## src/rtl/chain_arbiter_pkg.sv

```systemverilog
// Shared types for the priority chain arbiter.
// Assumes: nothing beyond a standard SystemVerilog compiler.
package chain_arbiter_pkg;

    // Ownership phases of one chain member.
    typedef enum logic [1:0] {
        ARB_IDLE = 2'd0,
        ARB_WAIT = 2'd1,
        ARB_OWN  = 2'd2
    } arb_state_t;

endpackage

```

## src/rtl/chain_arbiter_sync.sv

```systemverilog
// Multi-flop synchronizer for the asynchronous grant input.
// Assumes: STAGES >= 2; the input is a level that stays stable for several clocks.
module chain_arbiter_sync #(
    parameter int STAGES = 2
) (
    input  logic clk,
    input  logic rst_n,
    input  logic async_i,
    output logic sync_o
);

    logic [STAGES-1:0] chain_q;

    // Shift the raw level through the flop chain; clears on reset.
    always_ff @(posedge clk) begin
        if (!rst_n) begin
            chain_q <= '0;
        end else begin
            chain_q <= {chain_q[STAGES-2:0], async_i};
        end
    end

    assign sync_o = chain_q[STAGES-1];

endmodule

```

## src/rtl/chain_arbiter_fsm.sv

```systemverilog
// Ownership state machine: takes a local start, waits for the synchronized
// grant, pulses go, holds ownership until the cycle ends.
// Assumes: cycle_done_i is only raised by the local cycle controller while owning.
module chain_arbiter_fsm
    import chain_arbiter_pkg::*;
(
    input  logic clk,
    input  logic rst_n,
    input  logic online_i,
    input  logic start_i,
    input  logic cycle_done_i,
    input  logic grant_sync_i,
    output logic req_o,
    output logic go_o,
    output logic owner_o
);

    arb_state_t state_q;
    arb_state_t state_d;
    logic       go_d;
    logic       go_q;

    // Next-state decode for the ownership phases.
    always_comb begin
        state_d = state_q;
        go_d    = 1'b0;
        unique case (state_q)
            ARB_IDLE: begin
                if (online_i && start_i) begin
                    state_d = ARB_WAIT;
                end
            end
            ARB_WAIT: begin
                if (!online_i) begin
                    state_d = ARB_IDLE;
                end else if (grant_sync_i) begin
                    state_d = ARB_OWN;
                    go_d    = 1'b1;
                end
            end
            ARB_OWN: begin
                if (cycle_done_i) begin
                    state_d = ARB_IDLE;
                end
            end
            default: state_d = ARB_IDLE;
        endcase
    end

    // State and go-pulse registers.
    always_ff @(posedge clk) begin
        if (!rst_n) begin
            state_q <= ARB_IDLE;
            go_q    <= 1'b0;
        end else begin
            state_q <= state_d;
            go_q    <= go_d;
        end
    end

    assign req_o   = (state_q != ARB_IDLE);
    assign owner_o = (state_q == ARB_OWN);
    assign go_o    = go_q;

endmodule

```

## src/rtl/chain_arbiter_pass.sv

```systemverilog
// Grant forwarding toward lower-priority controllers.
// Assumes: req_i is a registered signal, so the output glitches only with grant_in_i.
module chain_arbiter_pass (
    input  logic online_i,
    input  logic main_mode_i,
    input  logic req_i,
    input  logic grant_in_i,
    output logic grant_out_o
);

    logic quiesce;

    // An offline chain head starves everything below it.
    assign quiesce = main_mode_i && !online_i;

    // Forward the raw grant unless this member is requesting or quiescing.
    always_comb begin
        if (quiesce || req_i) begin
            grant_out_o = 1'b0;
        end else begin
            grant_out_o = grant_in_i;
        end
    end

endmodule

```

## src/rtl/chain_arbiter.sv

```systemverilog
// Top of one priority chain member: synchronizer, ownership FSM, grant pass.
// Assumes: the head member loops req_o to grant_in_i externally; others take
// grant_in_i from the member above.
module chain_arbiter #(
    parameter int SYNC_STAGES = 2
) (
    input  logic clk,
    input  logic rst_n,
    input  logic online_i,
    input  logic main_mode_i,
    input  logic start_i,
    input  logic cycle_done_i,
    input  logic grant_in_i,
    output logic req_o,
    output logic grant_out_o,
    output logic go_o,
    output logic owner_o
);

    logic grant_sync;

    chain_arbiter_sync #(
        .STAGES(SYNC_STAGES)
    ) u_sync (
        .clk    (clk),
        .rst_n  (rst_n),
        .async_i(grant_in_i),
        .sync_o (grant_sync)
    );

    chain_arbiter_fsm u_fsm (
        .clk         (clk),
        .rst_n       (rst_n),
        .online_i    (online_i),
        .start_i     (start_i),
        .cycle_done_i(cycle_done_i),
        .grant_sync_i(grant_sync),
        .req_o       (req_o),
        .go_o        (go_o),
        .owner_o     (owner_o)
    );

    chain_arbiter_pass u_pass (
        .online_i   (online_i),
        .main_mode_i(main_mode_i),
        .req_i      (req_o),
        .grant_in_i (grant_in_i),
        .grant_out_o(grant_out_o)
    );

endmodule

```

## config.mk

```make
export PLATFORM = sky130hd
export DESIGN_NAME = chain_arbiter
export DESIGN_NICKNAME = d
export VERILOG_FILES = /design/src/rtl/chain_arbiter_pkg.sv /design/src/rtl/chain_arbiter_sync.sv /design/src/rtl/chain_arbiter_fsm.sv /design/src/rtl/chain_arbiter_pass.sv /design/src/rtl/chain_arbiter.sv
export SDC_FILE = /design/constraint.sdc
export NUM_CORES = 1
export LEC_CHECK = 0
export ABC_AREA = 1
export BUFFER_PORTS_ARGS = -buffer_cell sky130_fd_sc_hd__buf_2
export CAP_MARGIN = 20
export CELL_PAD_IN_SITES_DETAIL_PLACEMENT = 0
export CELL_PAD_IN_SITES_GLOBAL_PLACEMENT = 1
export CORE_AREA = 2 2 39 41
export CTS_BUF_LIST = sky130_fd_sc_hd__clkbuf_16
export CTS_CLUSTER_DIAMETER = 40
export CTS_CLUSTER_SIZE = 12
export DETAILED_ROUTE_END_ITERATION = 12
export DIE_AREA = 0 0 41 43
export PLACE_DENSITY_LB_ADDON = 0.1
export REMOVE_ABC_BUFFERS = 1
export SYNTH_ARGS = -nofsm -noshare
export SYNTH_HDL_FRONTEND = slang
export SYNTH_SLANG_ARGS = --single-unit
```

## constraint.sdc

```tcl
create_clock -name clk -period 0.85 [get_ports clk]
set_clock_uncertainty 0.05 [all_clocks]
set_input_delay 0.0425 -clock clk [delete_from_list [all_inputs] [get_ports clk]]
set_output_delay 0.0425 -clock clk [all_outputs]
set_load 0.01 [all_outputs]
```

; ---- Word level (Yosys, flattened, before mapping)
; Index checks and enable logic that the tools add are counted.
; Widths: inputs -> output; s select.
[totals]
mem_bits_rw = 0
out_inout_bits = 4
mem_bits_ro = 0
elab_cells = 23
input_bits = 7
latchBits = 0
mem_count = 0
regBits = 5
[classes]
add_sub_neg = 0
bitwise = 0
div_mod_pow = 0
n_reduce_logical = 8
n_mux = 7
n_eq_ne = 5
order_cmp = 0
mul = 0
shifts = 0
[ops]
columns = cell, n
row1 = $mux 2, 4
row2 = $pmux 2 s3, 1
row3 = $reduce_and 3->1, 2
row4 = $ne 3x3->1 const B, 1
row5 = $eq 2x1->1 const B, 1
row6 = $eq 2x2->1 const B, 1
row7 = $logic_and 1x1->1, 2
row8 = $logic_not 2->1, 1
row9 = $mux 1, 2
row10 = $ne 2x1->1 const B, 1
row11 = $ne 2x2->1 const B, 1
row12 = $reduce_bool 2->1, 1
row13 = $logic_not 1->1, 1
row14 = $logic_or 1x1->1, 1

; ---- Depth between registers and ports, before layout
; Gate-level depths: netlist of the first run.
[depth]
word_depth = 4
ltp_mapped = 6

; ---- By module
; A second synthesis of the first run with hierarchy kept.
[hier_totals]
hier_cells = 33
area_unflattened_um2 = 221.5
[modules_own_cells]
columns = module, cells_per_inst, instances, area_per_inst_um2
row1 = chain_arbiter_fsm, 22, 1, 147.6
row2 = chain_arbiter_sync, 6, 1, 55.1
row3 = chain_arbiter_pass, 5, 1, 18.8

; ---- Worst setup path before layout of the first run
; No wires, ideal clock.
[synth_path]
kind = register to register
from = register u_fsm.state_q[0]
to = register u_fsm.state_q[0]
slack_ps = -9
setup_ps = 109
n_path_buf = 0
arrival_time_ps = 701
required_ps = 691
path_stages_with_launch = 7
period_less_slack_ps = 859
cell_sequence = dfxtp_1 > nor2_1 > nand2_1 > nand2_1 > nor2_1 > nand2_1 > inv_1
[synth_between]
elab_chain_cells = 3
word_cells_on_any_way = 8
[synth_rtl]
columns = item, line_no
row1 = start: declaration, chain_arbiter_fsm.sv:18  ; arb_state_t state_q;
row2 = start signal: assignment, chain_arbiter_fsm.sv:56  ; state_q <= state_d;
row3 = "$eq 2x1->1, or another cell as far along", chain_arbiter_fsm.sv:27  ; unique case (state_q)
row4 = "$ne 3x3->1 (no source line), or another cell as far along", n/a
row5 = $reduce_and 3->1 (no source line), n/a
; Parallel ways exist; a longest one is shown, timed or not.
; A chain may end at the register's enable or synchronous reset.

; ---- Worst setup path in the final report of the first run
[layout_path]
from = register u_fsm.state_q[0]
to = output port req_o
[layout_between]
elab_chain_cells = 1
[layout_rtl]
columns = item, line_no
row1 = $reduce_bool 2->1, chain_arbiter_fsm.sv:61  ; assign req_o = (state_q != ARB_IDLE);
row2 = end: declaration, chain_arbiter.sv:14  ; output logic req_o,
; Every way passes these cells.

==> results of run 1 <==
==> per-layer routing <==
layer	wire, um	vias up	global-route usage
met1	244	106	0.0877
met3	38	2	0.0314
li1	-	135	-
met2	271	7	0.103
met5	0	-	0
met4	23	0	0.0800
==> repair_timing <==
| item | in CTS | in global routing |
|---|---|---|
| setup endpoints to repair | 6 | 6 |
| pin swaps | 1 | 6 |
| hold buffers | 2 | 0 |
| gates resized for setup | 9 | 7 |
| setup buffers | 2 | 1 |
| hold endpoints to repair | 2 | 0 |
==> path summary, 6_finish.rpt <==
path	start	end	slack, ps	cells after the start
setup / recovery	u_fsm.state_q[0]$_SDFFE_PN0P_	req_o	-210	4
hold / removal	rst_n	u_fsm.state_q[1]$_SDFFE_PN0P_	20	3
setup reg to reg	u_fsm.state_q[1]$_SDFFE_PN0P_	u_fsm.state_q[0]$_SDFFE_PN0P_	-180	7
hold reg to reg	u_sync.chain_q[0]$_SDFF_PN0_	u_sync.chain_q[1]$_SDFF_PN0_	360	2
==> registers in the layout (all words and copies together) (netlist names) <==
name            cells
u_fsm.state_q       2
u_fsm.go_o          1
u_sync.chain_q      2
==> cells in the mapped netlist <==
| cell | n |
|---|---|
| nand2_1 | 8 |
| a21oi_1 | 2 |
| nand3_1 | 2 |
| dfxtp_1 | 5 |
| inv_1 | 9 |
| nand4_1 | 1 |
| nor2_1 | 6 |
==> worst reg2reg max path, cell delays in order (launching register included) <==
cell     delay, ps
dfxtp_4        340
buf_6          110
buf_6          120
nor2_4          90
nand2_1         60
nand4_1         90
nand2_1         70
inv_1           50
==> layout make-up <==
type,count,area (um^2)
Fill cell,148,926
Multi-Input combinational cell,19,120
Tap cell,16,20.0
Clock buffer,3,75.1
Sequential cell,5,105
Inverter,9,33.8
Timing Repair Buffer,15,100
Clock inverter,1,3.75
==> stage by stage <==
stage | setup TNS (ps) | hold slack [ps] | cell area (um^2) | worst slack [ps]
after detailed placement | -196 | 208 | 283 | -123
after global placement | -267 | 200 | 283 | -127
after global routing | -1230 | 49.0 | 458 | -261
final | -959 | 24.4 | 458 | -210
after floorplan | -9.40 | 86.0 | 213 | -9.40
after CTS | -892 | 29.0 | 428 | -211
==> kinds of logic (layout without fill, tap and decap cells) <==
| family | Yosys count | count (layout) | synth area share |
|---|---|---|---|
| flip-flops | 5 | 5 | 0.471 |
| AND/OR/NAND/NOR | 17 | 17 | 0.324 |
| buffers and inverters | 9 | 28 | 0.159 |
| AO/OA/AOI/OAI | 2 | 2 | 0.0471 |
==> where the power goes <==
part / leakage, uW / internal [uW] / switching [uW]
Clock: 0.0000423 / 609 / 155
Combinational: 0.000162 / 49.3 / 52.9
Sequential: 0.0000421 / 243 / 6.65
Total: 0.000246 / 902 / 214
==> cells in the final DEF, fill, tap and decap left out <==
cell type and count:
a21oi_1 1, a21oi_2 1, buf_2 10, buf_4 1, buf_6 2, clkbuf_16 3, dfxtp_1 3, dfxtp_2 1
dfxtp_4 1, dlygate4sd3_1 2, inv_1 9, inv_2 1, nand2_1 6, nand2_2 2, nand3_2 1, nand3_4 1
nand4_1 1, nor2_1 4, nor2_4 2
==> metrics.cfg, run 1 <==
[setup_path]
crit_family=flip-flops
slowest_stage=dfxtp_2
cp-end-kind=output port
critPathBufInv=3
slowest_delay_ps=330
cp-start-kind=flop
path_class=reg -> out
worstPathArrival_ps=970
crit_fanout=3
crit_required_ps=760
path_cells=nor2_4 -> buf_4 -> inv_1 -> buf_2

[synthesis]
synthDominantCellAreaShare=0.471
netlist_area_um2=213
synthesis.instances=33
synthTopCellsByArea=dfxtp_1 47%, inv_1 16%, nand2_1 14%
yosys.area.top_type=dfxtp_1
yosysSeqAreaShare=0.471
synth_area_per_cell_um2=6.45
ys_ff_latch=5
synth_cell_type_count=7
ys_warn_count=0

[power]
irDropWorstVdd_uv=1130
powerDensity_mw_per_mm2=2440
p_leak_uw=0.000246
fin_total_pwr_uw=1120

[clocking]
cts_sinks=5
clockRootBuffer=clkbuf_16
cts_tree=done
cts.clk_slew.worst_paths_ps=30
insertion_delay_ps=230
cts_max_path_buffers=2
cts_buffers=3
h-tree-depth=1

[placement]
gp_congestion=0.650
dpl.hpwl_um=385
port_buffers=10
dp.cells=59

[drt]
wl_per_cell_um=8.49
dr.pass1.iters=2
drcViolationCount=0
vias=250
wl_um=577
viasPerCell=3.68
ant_nets=0
first_iter_violations=3

[hold_path]
hold_path_class=in -> reg

[timing]
fmax_ghz=0.943
finalSetupViolations=6
rsz0062_at_grt=true
period_needed_ps=1060
tightest_slew_ps=173
finalWorstSetupSlack_ps=-210
drv_slew=0
max_slew_margin=0.885
finalHoldViolations=0
min_period_over_period=1.25

[finish]
fin_nets=60
layout.cells.non_filler=68
antenna_cells=0
utilization=0.331
drive_above_1_share=0.500
syn2layout_area_growth_pct=115

[global_routing]
grt_overflow=0
grt_pass1_vias=233
grt_start_max_net_pins=4
grt_pass1_wl_um=855
grt_usage=0.0785
antenna_found_initial=0

[floorplanning]
fp.coreArea_mm2=0.00138
die_area_mm2=0.00176
fp.dieW_um=41
num_rows=14
start_util=0.154
die_y_um=43
io_pins=11

[outcome]
status=finished, violations left
violations=setup timing

[flow_run]
max_cap_viol_count=0

(Power assumes the default switching activity.)
==> inputs of run 2 (changes only) <==
CELL_PAD_IN_SITES_DETAIL_PLACEMENT = default   (was 0)
CELL_PAD_IN_SITES_GLOBAL_PLACEMENT = default   (was 1)
==> metrics.cfg, run 2 (synthesis gave the netlist of run 1 again) <==
[setup_path]
cp-start-kind=flop
slowest_stage=dfxtp_4
crit_fanout=4  ; +1
path_cells=nor2_4 -> nand2_1 -> a21oi_1 -> buf_2
path_class=reg -> out
r2r_slack_ps=-60  ; +120 ps
worstPathArrival_ps=980  ; about the same
slowest_delay_ps=350  ; +20 ps
crit_required_ps=760  ; about the same
cp-end-kind=output port

[timing]
finalWorstSetupSlack_ps=-219  ; -8.54 ps
finalSetupViolations=5  ; -1
fmax_ghz=0.936  ; -0.80%
drv_slew=0  ; unchanged
min_period_over_period=1.26  ; +0.0100
max_slew_margin=0.912  ; +0.0270
period_needed_ps=1070  ; +8.53 ps
rsz0062_at_grt=true
tightest_slew_ps=132  ; -40.7 ps
finalHoldViolations=0  ; unchanged

[placement]
dpl.hpwl_um=371  ; -3.6%
port_buffers=10  ; unchanged
gp_congestion=0.729  ; +12%
dp.cells=59  ; unchanged
placed_area_um2=283  ; unchanged

[clocking]
clockRootBuffer=clkbuf_16
cts_max_path_buffers=2  ; unchanged
cts_tree=done
insertion_delay_ps=220  ; about the same
cts.clk_slew.worst_paths_ps=30  ; about the same
cts_sinks=5  ; unchanged
cts_buffers=3  ; unchanged
h-tree-depth=1  ; unchanged

[floorplanning]
die_area_mm2=0.00176  ; unchanged
num_rows=14  ; unchanged
start_util=0.154  ; unchanged
fp.coreArea_mm2=0.00138  ; unchanged
die_y_um=43  ; unchanged
io_pins=11  ; unchanged
fp.dieW_um=41  ; unchanged

[drt]
ant_nets=0  ; unchanged
dr.pass1.iters=3  ; +1
drcViolationCount=0  ; unchanged
vias=247  ; -1.2%
wl_um=490  ; -15%
wl_per_cell_um=7.54  ; -11%
first_iter_violations=4  ; +1
viasPerCell=3.80  ; +3.4%

[outcome]
violations=setup timing
status=finished, violations left

[power]
fin_total_pwr_uw=1080  ; -3.2%
p_leak_uw=0.000230  ; -6.6%
powerDensity_mw_per_mm2=2690  ; +10%
irDropWorstVdd_uv=1590  ; +41%

[global_routing]
grt_overflow=0  ; unchanged
grt_pass1_vias=219  ; -6.0%
grt_start_max_net_pins=5  ; +1
grt_usage=0.0803  ; +0.00177
grt_pass1_wl_um=848  ; -0.82%
antenna_found_initial=0  ; unchanged

[finish]
layout.cells.non_filler=65  ; -4.4%
mostFrequentLayoutCells=10 x inv_1, 10 x buf_2, 8 x nand2_1, 4 x nor2_1
antenna_cells=0  ; unchanged
drive_above_1_share=0.367  ; -0.133
fin_nets=57  ; -5.0%
final_cell_area_um2=402  ; -12%
syn2layout_area_growth_pct=88.8
n_fill_cell=161  ; +8.8%
utilization=0.290  ; -0.0407

[flow_run]
max_cap_viol_count=0  ; unchanged

[hold_path]
hold_path_class=in -> reg

[run 2: worst max-delay path: cells and delay by family, from the launching register on]
kind,cells,cell delay [ps]
DFF,1,350
and+or+nand+nor,2,160
buffers and inverters,1,140
AOI/OAI and AO/OA,1,100
[run 2: worst paths after layout]
check                                                    from                             to  depth (start not counted)
worst max-delay path            u_fsm.state_q[1]$_SDFFE_PN0P_                    grant_out_o                          4
worst min-delay path                                    rst_n  u_fsm.state_q[1]$_SDFFE_PN0P_                          3
worst max register to register  u_fsm.state_q[0]$_SDFFE_PN0P_  u_fsm.state_q[0]$_SDFFE_PN0P_                          6
worst min register to register   u_sync.chain_q[0]$_SDFF_PN0_   u_sync.chain_q[1]$_SDFF_PN0_                          2
[run 2: per-stage QoR]
stage / setup WS (ps) / TNS [ps] / hold WS [ps]
2_1_floorplan: -9.40 / -9.40 / 86.0
3_3_place_gp: -107 / -200 / 203
3_5_place_dp: -111 / -199 / 207
4_1_cts: -233 / -549 / 41.5
5_1_grt: -281 / -834 / 47.5
6_report: -219 / -478 / 35.7
[run 2: area by class of cell]
type                            instances  area (um^2)  area share
Tap cell                               16         20.0      0.0498
Sequential cell                         5          105       0.262
Timing Repair Buffer                   12         70.1       0.174
Inverter                                9         33.8      0.0841
Clock buffer                            3         75.1       0.187
Multi-Input combinational cell         19         93.8       0.234
Clock inverter                          1         3.75     0.00935
[run 2: where the power goes]
group          total (uW)  switching (uW)  internal, uW
sequential            250            6.88           243
combinational        79.5            40.9          38.6
clock                 750             142           608
[run 2: what timing repair did]
action	4_1_cts	5_1_grt
resized for setup	4	3
hold endpoints to repair	2	0
hold buffers	2	0
setup endpoints to repair	6	6
setup buffers	0	0
pin swaps	1	1
[run 2: metal layers]
layer / vias to the layer above / GRT usage / wire (um)
met2: 7 / 0.0906 / 236
met4: 0 / 0.0800 / 7
met3: 2 / 0.0628 / 29
met1: 108 / 0.0868 / 216
li1: 130 / - / -
met5: - / 0 / 0
==> inputs of run 3 (changes only) <==
SKIP_CTS_REPAIR_TIMING = 1   (was default)
==> metrics.cfg, run 3 (synthesis gave the netlist of run 1 again) <==
[drt]
vias=242  ; -2.0%
drcViolationCount=0  ; unchanged
first_iter_violations=3  ; -1
met2_length_um=215  ; -8.9%
top_layer=met4
wl_um=456  ; -6.9%
drt-met1-wl_um=204  ; -5.6%
ant_nets=0  ; unchanged
dr.pass1.iters=2  ; -1
wl_per_cell_um=7.13  ; -5.5%
viasPerCell=3.78  ; -0.49%
wl_met3_um=29  ; unchanged

[floorplanning]
io_pins=11  ; unchanged
die_y_um=43  ; unchanged
num_rows=14  ; unchanged
fp.dieW_um=41  ; unchanged
fp.coreArea_mm2=0.00138  ; unchanged
start_util=0.154  ; unchanged
die_area_mm2=0.00176  ; unchanged

[timing]
tns_ps=-652  ; -173 ps
hold_slack_ps=-19.2  ; -54.9 ps
period_needed_ps=1070  ; +5.72 ps
finalHoldViolations=2  ; +2
fmax_ghz=0.931  ; -0.53%
rsz0062_at_grt=true
drv_slew=0  ; unchanged
finalWorstSetupSlack_ps=-224  ; -5.72 ps
finalSetupViolations=6  ; +1
min_period_over_period=1.26  ; +0.00673
max_slew_margin=0.897  ; -0.0145
tightest_slew_ps=154  ; +21.9 ps

[hold_path]
hold-path-cell-count=3  ; unchanged
hold_path_class=in -> reg

[finish]
layout.cells.non_filler=64  ; -1.5%
fin_nets=56  ; -1.8%
mostFrequentLayoutCells=10 x inv_1, 10 x buf_2, 8 x nand2_1, 5 x nor2_1, 4 x dfxtp_1
antenna_cells=0  ; unchanged
drive_above_1_share=0.313  ; -0.0548
syn2layout_area_growth_pct=78.8
n_fill_cell=162  ; +0.62%

[placement]
dpl.hpwl_um=371  ; unchanged
place_ws_ps=-111  ; unchanged
gp_congestion=0.729  ; unchanged
port_buffers=10  ; unchanged
dp.cells=59  ; unchanged

[power]
p_leak_uw=0.000226  ; -1.9%
irDropWorstVdd_uv=1500  ; -5.8%
powerDensity_mw_per_mm2=2820  ; +4.8%

[global_routing]
antenna_found_initial=0  ; unchanged
grt_pass1_vias=208  ; -5.0%
grt_start_max_net_pins=5  ; unchanged
grt_pass1_wl_um=772  ; -9.0%
grt_usage=0.0743  ; -0.00602
grt_overflow=0  ; unchanged

[clocking]
cts_buffers=3  ; unchanged
clockRootBuffer=clkbuf_16
cts_tree=done
h-tree-depth=1  ; unchanged
cts_sinks=5  ; unchanged
cts_max_path_buffers=2  ; unchanged
insertion_delay_ps=220  ; about the same
cts.clk_slew.worst_paths_ps=30  ; about the same

[flow_run]
max_cap_viol_count=0  ; unchanged

[outcome]
status=finished, violations left
violations=hold timing, setup timing

[setup_path]
cp-start-kind=flop
cp-end-kind=output port
path_class=reg -> out
reg2reg_depth=4  ; -2
crit_fanout=4  ; unchanged
crit_required_ps=760  ; about the same
worstPathArrival_ps=980  ; about the same

[run 3: cell count changes in the layout (fill, tap and decap cells not counted)]
cell	previous run	this run
dfxtp_1	3	4
nor2_2	1	0
dlygate4sd3_1	2	1
dfxtp_4	1	0
nand3_2	1	0
nor2_1	4	5
nand3_1	1	2
[run 3: power breakdown]
group	switching (uW)	total [uW]	internal (uW)
logic	38.4	71.8	33.5
registers	6.44	252	245
clock network	140	748	608
total	185	1070	887
[run 3: worst paths after layout]
path / startpoint / end / slack [ps]
setup reg to reg: u_fsm.state_q[0]$_SDFFE_PN0P_ / u_fsm.state_q[1]$_SDFFE_PN0P_ / -100
setup / recovery: u_fsm.state_q[1]$_SDFFE_PN0P_ / grant_out_o / -220
hold / removal: rst_n / u_sync.chain_q[0]$_SDFF_PN0_ / -20
hold reg to reg: u_sync.chain_q[0]$_SDFF_PN0_ / u_sync.chain_q[1]$_SDFF_PN0_ / 360
[run 3: layout make-up]
type                            count  area [um^2]  area share
Sequential cell                     5          101       0.266
Multi-Input combinational cell     19         86.3       0.227
Clock buffer                        3         75.1       0.197
Timing Repair Buffer               11         60.1       0.158
Inverter                            9         33.8      0.0888
Tap cell                           16         20.0      0.0526
Clock inverter                      1         3.75     0.00987
[run 3: per-stage QoR]
step	power [uW]	utilization	hold WS [ps]	instance area, um^2
5_1_grt	1130	0.275	8.57	380
2_1_floorplan	290	-	86.0	213
3_3_place_gp	320	0.204	203	283
6_report	1070	0.275	-19.2	380
3_5_place_dp	321	0.204	207	283
4_1_cts	1080	0.261	-23.5	362
[run 3: worst max-delay path: stages (launching register included)]
cell and delay (ps):
dfxtp_2 330, nor2_4 130, nand2_1 60, a21oi_1 100, buf_2 140
[run 3: layer usage]
| layer | global-route usage | vias to the layer above |
|---|---|---|
| met5 | 0 | - |
| met4 | 0.0800 | 0 |
| met3 | 0.0628 | 2 |
| met2 | 0.0844 | 7 |
| met1 | 0.0740 | 104 |
| li1 | - | 129 |
